--- config.mk ---
export PLATFORM = sky130hd
export DESIGN_NAME = xlat_block_match
export DESIGN_NICKNAME = d
export VERILOG_FILES = /design/src/rtl/xbm_pkg.sv /design/src/rtl/xbm_entry_store.sv /design/src/rtl/xbm_entry_cmp.sv /design/src/rtl/xbm_resolve.sv /design/src/rtl/xlat_block_match.sv
export SDC_FILE = /design/constraint.sdc
export NUM_CORES = 1
export LEC_CHECK = 0
export BUFFER_PORTS_ARGS = -buffer_cell sky130_fd_sc_hd__buf_2
export CAP_MARGIN = 0
export CORE_ASPECT_RATIO = 2
export CORE_MARGIN = 8
export CORE_UTILIZATION = 45
export CTS_CLUSTER_SIZE = 8
export DETAILED_ROUTE_END_ITERATION = 6
export PLACE_DENSITY = 0.68
export SYNTH_ARGS = -nofsm -noshare
export SYNTH_HDL_FRONTEND = slang
export SYNTH_SLANG_ARGS = --single-unit
--- constraint.sdc ---
create_clock -name clk -period 2.4 [get_ports clk]
set_clock_uncertainty 0.15 [all_clocks]
set_input_delay 0.48 -clock clk [delete_from_list [all_inputs] [get_ports clk]]
set_output_delay 0.48 -clock clk [all_outputs]
set_load 0.1 [all_outputs]
--- src/rtl/xbm_pkg.sv ---
package xbm_pkg;
  typedef enum logic [1:0] {
    ACC_DENY = 2'b00,
    ACC_RO   = 2'b01,
    ACC_RW   = 2'b10
  } acc_e;

  localparam logic [1:0] PROT_NONE = 2'b00;
  localparam logic [1:0] PROT_RW   = 2'b10;

  function automatic acc_e decode_prot(input logic [1:0] prot, input logic is_write);
    acc_e r;
    case (prot)
      PROT_NONE: r = ACC_DENY;
      PROT_RW:   r = ACC_RW;
      default:   r = is_write ? ACC_DENY : ACC_RO;
    endcase
    return r;
  endfunction
endpackage

--- src/rtl/xbm_entry_store.sv ---
module xbm_entry_store #(
  parameter int NENT   = 8,
  parameter int ADDR_W = 32,
  localparam int IDX_W = $clog2(NENT)
) (
  input  logic                             clk,
  input  logic                             rst_n,
  input  logic                             we,
  input  logic [IDX_W-1:0]                 idx,
  input  logic                             hi_sel,
  input  logic [ADDR_W-1:0]                data,
  output logic [NENT-1:0][ADDR_W-1:0]      upper_q,
  output logic [NENT-1:0][ADDR_W-1:0]      lower_q
);
  for (genvar g = 0; g < NENT; g++) begin : g_ent
    always_ff @(posedge clk or negedge rst_n) begin
      if (!rst_n) begin
        upper_q[g] <= '0;
        lower_q[g] <= '0;
      end else if (we && idx == IDX_W'(g)) begin
        if (hi_sel) upper_q[g] <= data;
        else        lower_q[g] <= data;
      end
    end
  end

  AST_WRITE_LANDS: assert property (@(posedge clk) disable iff (!rst_n)
    we |=> ($past(hi_sel) ? upper_q[$past(idx)] : lower_q[$past(idx)]) == $past(data));
endmodule

--- src/rtl/xbm_entry_cmp.sv ---
module xbm_entry_cmp #(
  parameter int ADDR_W       = 32,
  parameter int MIN_BLK_BITS = 17,
  parameter int LEN_W        = 11,
  parameter int LEN_LSB      = 2
) (
  input  logic              side_en,
  input  logic              user,
  input  logic [ADDR_W-1:0] ea,
  input  logic [ADDR_W-1:0] upper,
  input  logic [ADDR_W-1:0] lower,
  output logic              hit,
  output logic [ADDR_W-1:0] pa,
  output logic [1:0]        prot
);
  localparam int PAD = ADDR_W - MIN_BLK_BITS - LEN_W;

  logic [ADDR_W-1:0] mask;
  logic              mode_ok;

  always_comb begin
    mask    = {{PAD{1'b0}}, upper[LEN_LSB+LEN_W-1:LEN_LSB], {MIN_BLK_BITS{1'b1}}};
    mode_ok = user ? upper[0] : upper[1];
    hit     = side_en && mode_ok && (((ea ^ upper) & ~mask) == '0);
    pa      = (ea & mask) | (lower & ~mask);
    prot    = lower[1:0];
  end
endmodule

--- src/rtl/xbm_resolve.sv ---
module xbm_resolve
  import xbm_pkg::*;
#(
  parameter int NENT   = 8,
  parameter int ADDR_W = 32
) (
  input  logic                         clk,
  input  logic                         rst_n,
  input  logic                         chk_en,
  input  logic                         is_write,
  input  logic [NENT-1:0]              hits,
  input  logic [NENT-1:0][ADDR_W-1:0]  pas,
  input  logic [NENT-1:0][1:0]         prots,
  output logic                         any_hit,
  output acc_e                         code,
  output logic [ADDR_W-1:0]            pa
);
  always_comb begin
    any_hit = 1'b0;
    code    = ACC_DENY;
    pa      = '0;
    for (int i = NENT - 1; i >= 0; i--) begin
      if (hits[i]) begin
        any_hit = 1'b1;
        code    = decode_prot(prots[i], is_write);
        pa      = pas[i];
      end
    end
  end

  AST_WRITE_NEVER_RO: assert property (@(posedge clk) disable iff (!rst_n)
    (chk_en && is_write) |-> code != ACC_RO);
endmodule

--- src/rtl/xlat_block_match.sv ---
module xlat_block_match
  import xbm_pkg::*;
#(
  parameter int NUM_PER_SIDE = 4,
  parameter int ADDR_W       = 32,
  parameter int MIN_BLK_BITS = 17,
  parameter int LEN_W        = 11,
  parameter int LEN_LSB      = 2,
  localparam int NENT        = 2 * NUM_PER_SIDE,
  localparam int IDX_W       = $clog2(NENT)
) (
  input  logic              clk,
  input  logic              rst_n,
  input  logic              cfg_we,
  input  logic [IDX_W-1:0]  cfg_idx,
  input  logic              cfg_hi,
  input  logic [ADDR_W-1:0] cfg_data,
  input  logic              req_valid,
  output logic              req_ready,
  input  logic [ADDR_W-1:0] req_ea,
  input  logic              req_instr,
  input  logic              req_write,
  input  logic              req_user,
  output logic              rsp_valid,
  input  logic              rsp_ready,
  output logic              rsp_hit,
  output logic [1:0]        rsp_code,
  output logic [ADDR_W-1:0] rsp_pa
);
  logic [NENT-1:0][ADDR_W-1:0] upper_q, lower_q, ent_pa;
  logic [NENT-1:0][1:0]        ent_prot;
  logic [NENT-1:0]             ent_hit;
  logic                        sel_hit;
  acc_e                        sel_code;
  logic [ADDR_W-1:0]           sel_pa;
  logic                        take;

  xbm_entry_store #(.NENT(NENT), .ADDR_W(ADDR_W)) u_store (
    .clk(clk), .rst_n(rst_n), .we(cfg_we), .idx(cfg_idx), .hi_sel(cfg_hi),
    .data(cfg_data), .upper_q(upper_q), .lower_q(lower_q)
  );

  for (genvar g = 0; g < NENT; g++) begin : g_cmp
    localparam bit INSTR_SIDE = (g < NUM_PER_SIDE);
    logic side_en;
    assign side_en = INSTR_SIDE ? req_instr : !req_instr;
    xbm_entry_cmp #(
      .ADDR_W(ADDR_W), .MIN_BLK_BITS(MIN_BLK_BITS), .LEN_W(LEN_W), .LEN_LSB(LEN_LSB)
    ) u_cmp (
      .side_en(side_en), .user(req_user), .ea(req_ea),
      .upper(upper_q[g]), .lower(lower_q[g]),
      .hit(ent_hit[g]), .pa(ent_pa[g]), .prot(ent_prot[g])
    );
  end

  xbm_resolve #(.NENT(NENT), .ADDR_W(ADDR_W)) u_res (
    .clk(clk), .rst_n(rst_n), .chk_en(req_valid), .is_write(req_write),
    .hits(ent_hit), .pas(ent_pa), .prots(ent_prot),
    .any_hit(sel_hit), .code(sel_code), .pa(sel_pa)
  );

  assign req_ready = !rsp_valid || rsp_ready;
  assign take      = req_valid && req_ready;

  always_ff @(posedge clk or negedge rst_n) begin
    if (!rst_n) begin
      rsp_valid <= 1'b0;
      rsp_hit   <= 1'b0;
      rsp_code  <= 2'b00;
      rsp_pa    <= '0;
    end else if (req_ready) begin
      rsp_valid <= req_valid;
      if (take) begin
        rsp_hit  <= sel_hit;
        rsp_code <= sel_code;
        rsp_pa   <= sel_pa;
      end
    end
  end

  AST_RSP_FOLLOWS_REQ: assert property (@(posedge clk) disable iff (!rst_n)
    take |=> rsp_valid);
  AST_NO_SPURIOUS: assert property (@(posedge clk) disable iff (!rst_n)
    (!take && !(rsp_valid && !rsp_ready)) |=> !rsp_valid);
  AST_RSP_HOLD: assert property (@(posedge clk) disable iff (!rst_n)
    (rsp_valid && !rsp_ready) |=> rsp_valid && $stable(rsp_hit) && $stable(rsp_code) && $stable(rsp_pa));
  AST_MISS_CLEAN: assert property (@(posedge clk) disable iff (!rst_n)
    (rsp_valid && !rsp_hit) |-> (rsp_code == 2'b00 && rsp_pa == '0));
  AST_CODE_LEGAL: assert property (@(posedge clk) disable iff (!rst_n)
    rsp_valid |-> rsp_code != 2'b11);
endmodule

==> metrics.txt, run 1 <==
outcome finished with violations; Post-Place Cells between 2000 and 2500; fill cell count ~3500; period utilisation layout 114%; f_max about 0.37 GHz; largest net degree at the start of global routing 66; register area share after synthesis roughly 52%; Yosys top cell by area dfrtp_1; failing checks negative setup slack; clock tree buffer depth 3; non-filler instance count after layout about 2300; Antenna Nets Post-Route 0; clock period minus final worst setup slack ~2.7 ns; Post-Synth Simple-Gate Area between 5 and 6%; Worst EP arrival slightly above 3 ns; worst-margin pin slew approximately 0.6 ns; Die W 162 um; Pwr Density about 900 nW/um^2; crit path capture type flip-flop; critical path launch point type flip-flop; HP Class primary input to flip-flop; top cells by area, synth dfrtp_1, mux2_2, mux2i_1; Vias between 10000 and 15000; WHS Path Cells 3; Post-Syn Area 19100 um^2; Distinct cells, synth 59; maxcap violations 0; crit path kind flip-flop to flip-flop; die height 307 um; fin nets ~1800; most common cell after layout, fill and taps aside dfrtp_1; post-synthesis mux area share between 20% and 30%; CP max stage delay 0.49 ns; r2r setup slk -0.34 ns; P&R area growth vs syn 27.1%; R2R cell count 8; share of post-route cells with drive strength above 1 roughly half; initial antenna violation count 1; Setup TNS Final -4.73 ns; most frequent cells in the layout dfrtp_1, mux2_2, buf_4; via count of the first global-routing pass between 10000 and 15000; Mapped Cells 1482; Final WS setup -0.338 ns; RSZ-0062 raised after global routing yes; Slew headroom ~60%; GPL Wtd Cong 0.927; Slowest-stage cell, CP or4_4; drt pass-1 iters 5; H-tree Lvls 2; die area between 40000 and 50000 um^2; clock root cell clkbuf_16; Post-DP HPWL 41200 um; Port Buffers roughly 110; synth warn 0; Synthesized Nets ~1600; detailed-route wire length between 60000 and 70000 um; Antenna Diode Count 0; Remaining DRCs 0; FP Rows 107; top_reg_cell synth dfrtp_1; Post-synth EDFFs 0; Synth Area in Adders 0%; DP Worst Slack -0.861 ns; Slew Limit Fails 0; post-synthesis xor/xnor area fraction roughly 5.5%; final hold slack approximately 0.064 ns; first-pass GRT wire length 92700 um; Yosys top cell area share between 50 and 60%; complex-gate fraction of the synthesized area roughly 7.6%; FF-to-FF Start u_store.upper_q[219]; Ports between 100 and 150; maximum vdd drop between 0.6 and 0.7 mV; sequence of cells on the critical path xnor2_2 > o22ai_2 > or4_4 > o2111ai_4 > buf_12 > o221ai_1 > a2111oi_1 > a21oi_1; flops & latches, synth between 300 and 400; total grt overflow 0; Syn Area/Cell ~13 um^2; GRT Util Overall about a quarter; Final Hold Viols 0; Max FO, Critical Path 8; final setup vio count 32; effective utilization at floorplan a little under half; TritonCTS sink count about 400; final design utilization roughly 57%; CTS tree yes; hold path endpoint rsp_valid; P_leak ~11 nW; WL/cell 26.2 um; Reg clk slew, reported paths 0.06 ns; area of the core approximately 42000 um^2; Crit path required time about 2.7 ns; FF-to-FF End rsp_pa[26]; initial drt markers roughly 1100; Avg Vias per Cell between 6 and 7; Hold Startpoint rsp_ready; largest family of logic cells by synthesized area multiplexers; ys async rst share 100%; CTS Buf Count 55; Clk Latency, worst-skew pair just under 0.6 ns
[cell usage after synthesis (all sizes together), types with 8 or more instances]
master,number
nand4,8
and3,16
a211oi,11
clkbuf,71
a22o,21
nand3,28
o21ai,12
o221ai,11
or4,9
nor2,42
a21oi,11
a2111oi,11
mux2i,87
o22ai,68
mux2,373
xnor2,97
nor4,28
o31ai,12
xor2,24
buf,34
nand2,26
nor3,12
dfrtp,396
o31a,15
[stage by stage]
stage	power, W	area [um^2]
3_5_place_dp	0.0141	21900
4_1_cts	0.0213	24100
5_1_grt	0.0222	24300
3_3_place_gp	0.0139	21900
6_report	0.0214	24300
2_1_floorplan	0.0119	19300
[repair_timing]
item,in CTS,in global routing
endpoints found under the hold margin,63,0
gates cloned,1,0
pin swaps,30,25
gates resized for setup,93,26
endpoints found under the setup margin,35,35
hold buffers,19,0
setup buffers,7,2
[layout make-up]
type,count,area [um^2],area share (%)
Clock buffer,56,1380,5.68
Clock inverter,4,85.1,0.350
Inverter,2,7.51,0.0309
Multi-Input combinational cell,979,9560,39.4
Sequential cell,396,9910,40.8
Tap cell,545,682,2.81
Timing Repair Buffer,339,2660,11.0
[how the worst max path moves through the flow]
| stage | slack, ns | end | depth (start not counted) | startpoint |
|---|---|---|---|---|
| 4_1_cts | -0.33 | rsp_pa[20] | 9 | u_store.upper_q[212] |
| 5_1_grt | -0.37 | rsp_pa[25] | 9 | u_store.upper_q[216] |
| 3_5_place_dp | -0.86 | rsp_pa[19] | 9 | req_ea[27] |
| 3_3_place_gp | -0.82 | rsp_pa[24] | 9 | req_ea[27] |
| 6_report | -0.34 | rsp_pa[26] | 8 | u_store.upper_q[219] |
| 2_1_floorplan | -0.41 | rsp_code[1] | 8 | req_user |
[registers in the layout, indices dropped and copies added (netlist names)]
signal and cells:
rsp_hit 1, rsp_valid 1, u_store.upper_q 224, u_store.lower_q 136, rsp_code 2, rsp_pa 32
[logic make-up after synthesis]
kind of cell / count (synthesis)
mux: 460
flops: 396
simple gates: 202
compound gates: 196
xor+xnor: 121
buf+inv: 107
[power breakdown]
part | internal [W] | switching [W]
Sequential | 0.00812 | 0.00115
Combinational | 0.00275 | 0.00242
Clock | 0.00413 | 0.00280
[critical path: cells and delay by family (launching register included)]
| kind | cells | cell delay (ns) |
|---|---|---|
| AOI/OAI and AO/OA | 5 | 1.03 |
| and+or+nand+nor | 1 | 0.49 |
| DFF | 1 | 0.44 |
| xor gates and xnor gates | 1 | 0.28 |
| buffers and inverters | 1 | 0.20 |
[layer usage]
| metal | vias up | share of wire (%) | GRT usage (%) | wire length [um] |
|---|---|---|---|---|
| met5 | - | 0.021 | 0 | 13 |
| met4 | 2 | 5.7 | 13.1 | 3470 |
| met3 | 144 | 7.1 | 4.58 | 4310 |
| met2 | 578 | 46 | 38.5 | 28100 |
| met1 | 7211 | 41 | 32.1 | 24800 |
| li1 | 6039 | - | - | - |
Power figures use the tool's default switching activity.
==> inputs of run 2 (changes only) <==
--- a/config.mk
+++ b/config.mk
@@ -5,14 +5,17 @@
 export SDC_FILE = /design/constraint.sdc
 export NUM_CORES = 1
 export LEC_CHECK = 0
+export ABC_AREA = 1
 export BUFFER_PORTS_ARGS = -buffer_cell sky130_fd_sc_hd__buf_2
 export CAP_MARGIN = 0
+export CELL_PAD_IN_SITES_DETAIL_PLACEMENT = 0
+export CELL_PAD_IN_SITES_GLOBAL_PLACEMENT = 1
 export CORE_ASPECT_RATIO = 2
 export CORE_MARGIN = 8
-export CORE_UTILIZATION = 45
+export CORE_UTILIZATION = 42
 export CTS_CLUSTER_SIZE = 8
 export DETAILED_ROUTE_END_ITERATION = 6
-export PLACE_DENSITY = 0.68
+export PLACE_DENSITY = 0.8
 export SYNTH_ARGS = -nofsm -noshare
 export SYNTH_HDL_FRONTEND = slang
 export SYNTH_SLANG_ARGS = --single-unit
==> constraint.sdc (replaced) <==
create_clock -name clk -period 2.4 [get_ports clk]
set_clock_uncertainty 0.15 [all_clocks]
set_input_delay 0.12 -clock clk [delete_from_list [all_inputs] [get_ports clk]]
set_output_delay 0.12 -clock clk [all_outputs]
set_load 0.1 [all_outputs]
==> metrics.txt, run 2 <==
outcome completed; Clk Latency, worst-skew pair 0.58 ns; Post-DP HPWL approximately 41000 um; crit path capture type flip-flop; Comb power frac between 15 and 20%; Distinct cells, synth 36; fin nets around 2500; period utilisation layout 97.7%; worst-margin pin slew 0.721 ns; maxcap violations 0; largest net degree at the start of global routing 85; Synth Area in Adders 0%; Vias about 16000; Yosys top cell area share a little over half; complex-gate fraction of the synthesized area between 10% and 20%; Ports around 110; register area share after synthesis 53.3%; area of the core 43900 um^2; Post-Syn Area 18600 um^2; top cells by area, synth dfrtp_1, nand2_1, o21ai_0; Final WS setup around 0.056 ns; TritonCTS sink count between 300 and 400; post-synthesis xor/xnor area fraction roughly 2.9%; die area 51600 um^2; die height 313 um; Final Hold Viols 0; Post-Place Cells around 2900; most common cell in the netlist nand2_1; Antenna Diode Count 0; share of post-route cells with drive strength above 1 16.6%; most common cell after layout, fill and taps aside nand2_1; cell mode on critical path nor2_1; Slew headroom 51.9%; Slew Limit Fails 0; RSZ-0062 raised after global routing yes; Synth top cells by count nand2_1, o21ai_0, dfrtp_1; Sw Pwr 0.00575 W; clock period minus final worst setup slack approximately 2.3 ns; drt pass-1 iters 5; clock root cell clkbuf_16; Post-Synth Simple-Gate Area a little under 20%; Port Buffers between 100 and 150; final hold slack 0.0150 ns; final setup vio count 0; Pwr Density about 860 nW/um^2; Remaining DRCs 0; Switching Fraction approximately 30%; Slowest-stage cell, CP dlygate4sd3_1; first-pass GRT wire length ~93000 um; detailed-route wire length 60200 um; initial drt markers approximately 1400; top_reg_cell synth dfrtp_1; Yosys top cell by area dfrtp_1; most frequent cells in the layout nand2_1, o21ai_0, dfrtp_1; Antenna Nets Post-Route 0; DP Worst Slack -0.192 ns; Avg Vias per Cell around 5.2; post-synthesis mux area share between 2 and 2.5%; flops & latches, synth between 300 and 400; CTS tree yes; WL/cell around 20 um; Reg clk slew, reported paths about 0.05 ns; critical path launch point type primary input; total grt overflow 0; Most flops, register u_store.upper_q; synth warn 0; crit path kind primary input to flip-flop; WP buf/inv 4; final design utilization about half; Max FO, Critical Path 16; H-tree Lvls 2; f_max 0.427 GHz; Synthesized Nets 2313; Syn Area/Cell 8.31 um^2; P_leak 11.0 nW; GRT Util Overall roughly a quarter; cell internal pwr 0.0136 W; GPL Wtd Cong 0.828; non-filler instance count after layout 3001; Post-synth EDFFs 0; Clk pwr share between 30 and 40%; Die W approximately 160 um; HP Class primary input to flip-flop; Crit path required time 2.71 ns; maximum vdd drop 0.582 mV; largest family of logic cells by synthesized area simple AND/OR/NAND/NOR gates; Sequential Power Share between 40% and 50%; FP Rows 109; CP delay by family, top simple AND/OR/NAND/NOR gates; max reg flops 224; top flop regs u_store.upper_q (224), u_store.lower_q (136), rsp_pa (32); via count of the first global-routing pass between 15000 and 20000; sequence of cells on the critical path dlygate4sd3_1 > buf_2 > buf_12 > xnor2_1 > nor2_1 > nor3_2 > nand3b_1 > nor2_4 > buf_12 > nor2_1 > nand2_1 > nand2_2 > nand2_2 > a21oi_2 > nor2_1 > o21ai_1; Worst EP arrival roughly 2.7 ns; ys async rst share 100%; CTS Buf Count 55; P&R area growth vs syn 21.7%; initial antenna violation count 4; CP max stage delay 0.55 ns; Mapped Cells 2237; effective utilization at floorplan approximately 42%; clock tree buffer depth 3
[run 2: cell count changes after synthesis, moves of 83 or more]
cell,previous run,this run
inv_1,2,97
a21oi_1,11,123
nand2_1,26,698
nor2_1,42,125
o21ai_0,12,400
mux2_2,373,16
[run 2: worst register-to-register path, cell delays in order (launching register included)]
cell and delay, ns:
dfrtp_1 0.40, nand2_1 0.08, o21ai_0 0.10, nor3_2 0.32
nand3b_1 0.25, nor2_4 0.20, buf_12 0.18, nor2_1 0.08
nand2_1 0.08, nand2_2 0.06, nand2_2 0.08, a21oi_2 0.05
nor2_1 0.11, o21ai_1 0.08
[run 2: kinds of logic (layout without fill, tap and decap cells)]
logic type / count (synthesis) / count (layout)
flops: 396 / 396
compound gates: 572 / 572
simple gates: 923 / 923
mux: 44 / 44
buf+inv: 241 / 450
xor+xnor: 61 / 61
[run 2: metal layers]
metal / wire [um] / up-vias / global-route usage, % / share of wire [%]
li1: - / 7668 / - / -
met1: 25000 / 7538 / 29.7 / 42
met2: 29300 / 430 / 39.3 / 49
met3: 3140 / 110 / 3.56 / 5.2
met4: 2680 / 4 / 10.1 / 4.5
met5: 25 / - / 0 / 0.042
[run 2: through the flow]
stage                     power (W)  cell area (um^2)  setup TNS, ns
after floorplan              0.0111             18600              0
after global placement       0.0123             20500          -4.57
after detailed placement     0.0124             20500          -4.20
after CTS                    0.0195             22400              0
after global routing         0.0204             22600         -0.556
final                        0.0194             22600              0
[run 2: final cells by class]
cell class | count | area (um^2)
sequential | 396 | 9910
timing repair buffer | 286 | 2320
clock buffer | 57 | 1410
inverter | 104 | 397
tap | 555 | 694
clock inverter | 3 | 55.1
fill | 4203 | 21300
multi-input combinational | 1600 | 7830
[run 2: power groups by stage]
stage                     clock (W)  combinational (W)  sequential [W]
after floorplan                   0            0.00214         0.00894
after CTS                   0.00710            0.00352         0.00886
after global routing        0.00731            0.00404         0.00903
final                       0.00694            0.00356         0.00887
after global placement            0            0.00336         0.00891
after detailed placement          0            0.00344         0.00894
[run 2: path summary, 6_finish.rpt]
path,from,end,slack [ns],cells after the start
min in group asynchronous,rst_n,rsp_pa[23],0.06,3
max in group asynchronous,rst_n,u_store.lower_q[65],1.58,3
setup reg to reg,u_store.upper_q[159],rsp_pa[29],0.07,13
setup / recovery,req_ea[21],rsp_pa[29],0.06,16
hold reg to reg,rsp_pa[15],rsp_pa[15],0.32,2
hold / removal,cfg_data[0],u_store.upper_q[0],0.01,3
[run 2: timing repair]
| item | 4_1_cts | 5_1_grt |
|---|---|---|
| gates resized for setup | 3 | 55 |
| cloned | 0 | 0 |
| endpoints found under the setup margin | 35 | 35 |
| endpoints found under the hold margin | 565 | 0 |
| pin swaps | 0 | 31 |
| setup buffers | 0 | 6 |
| hold buffers | 43 | 0 |
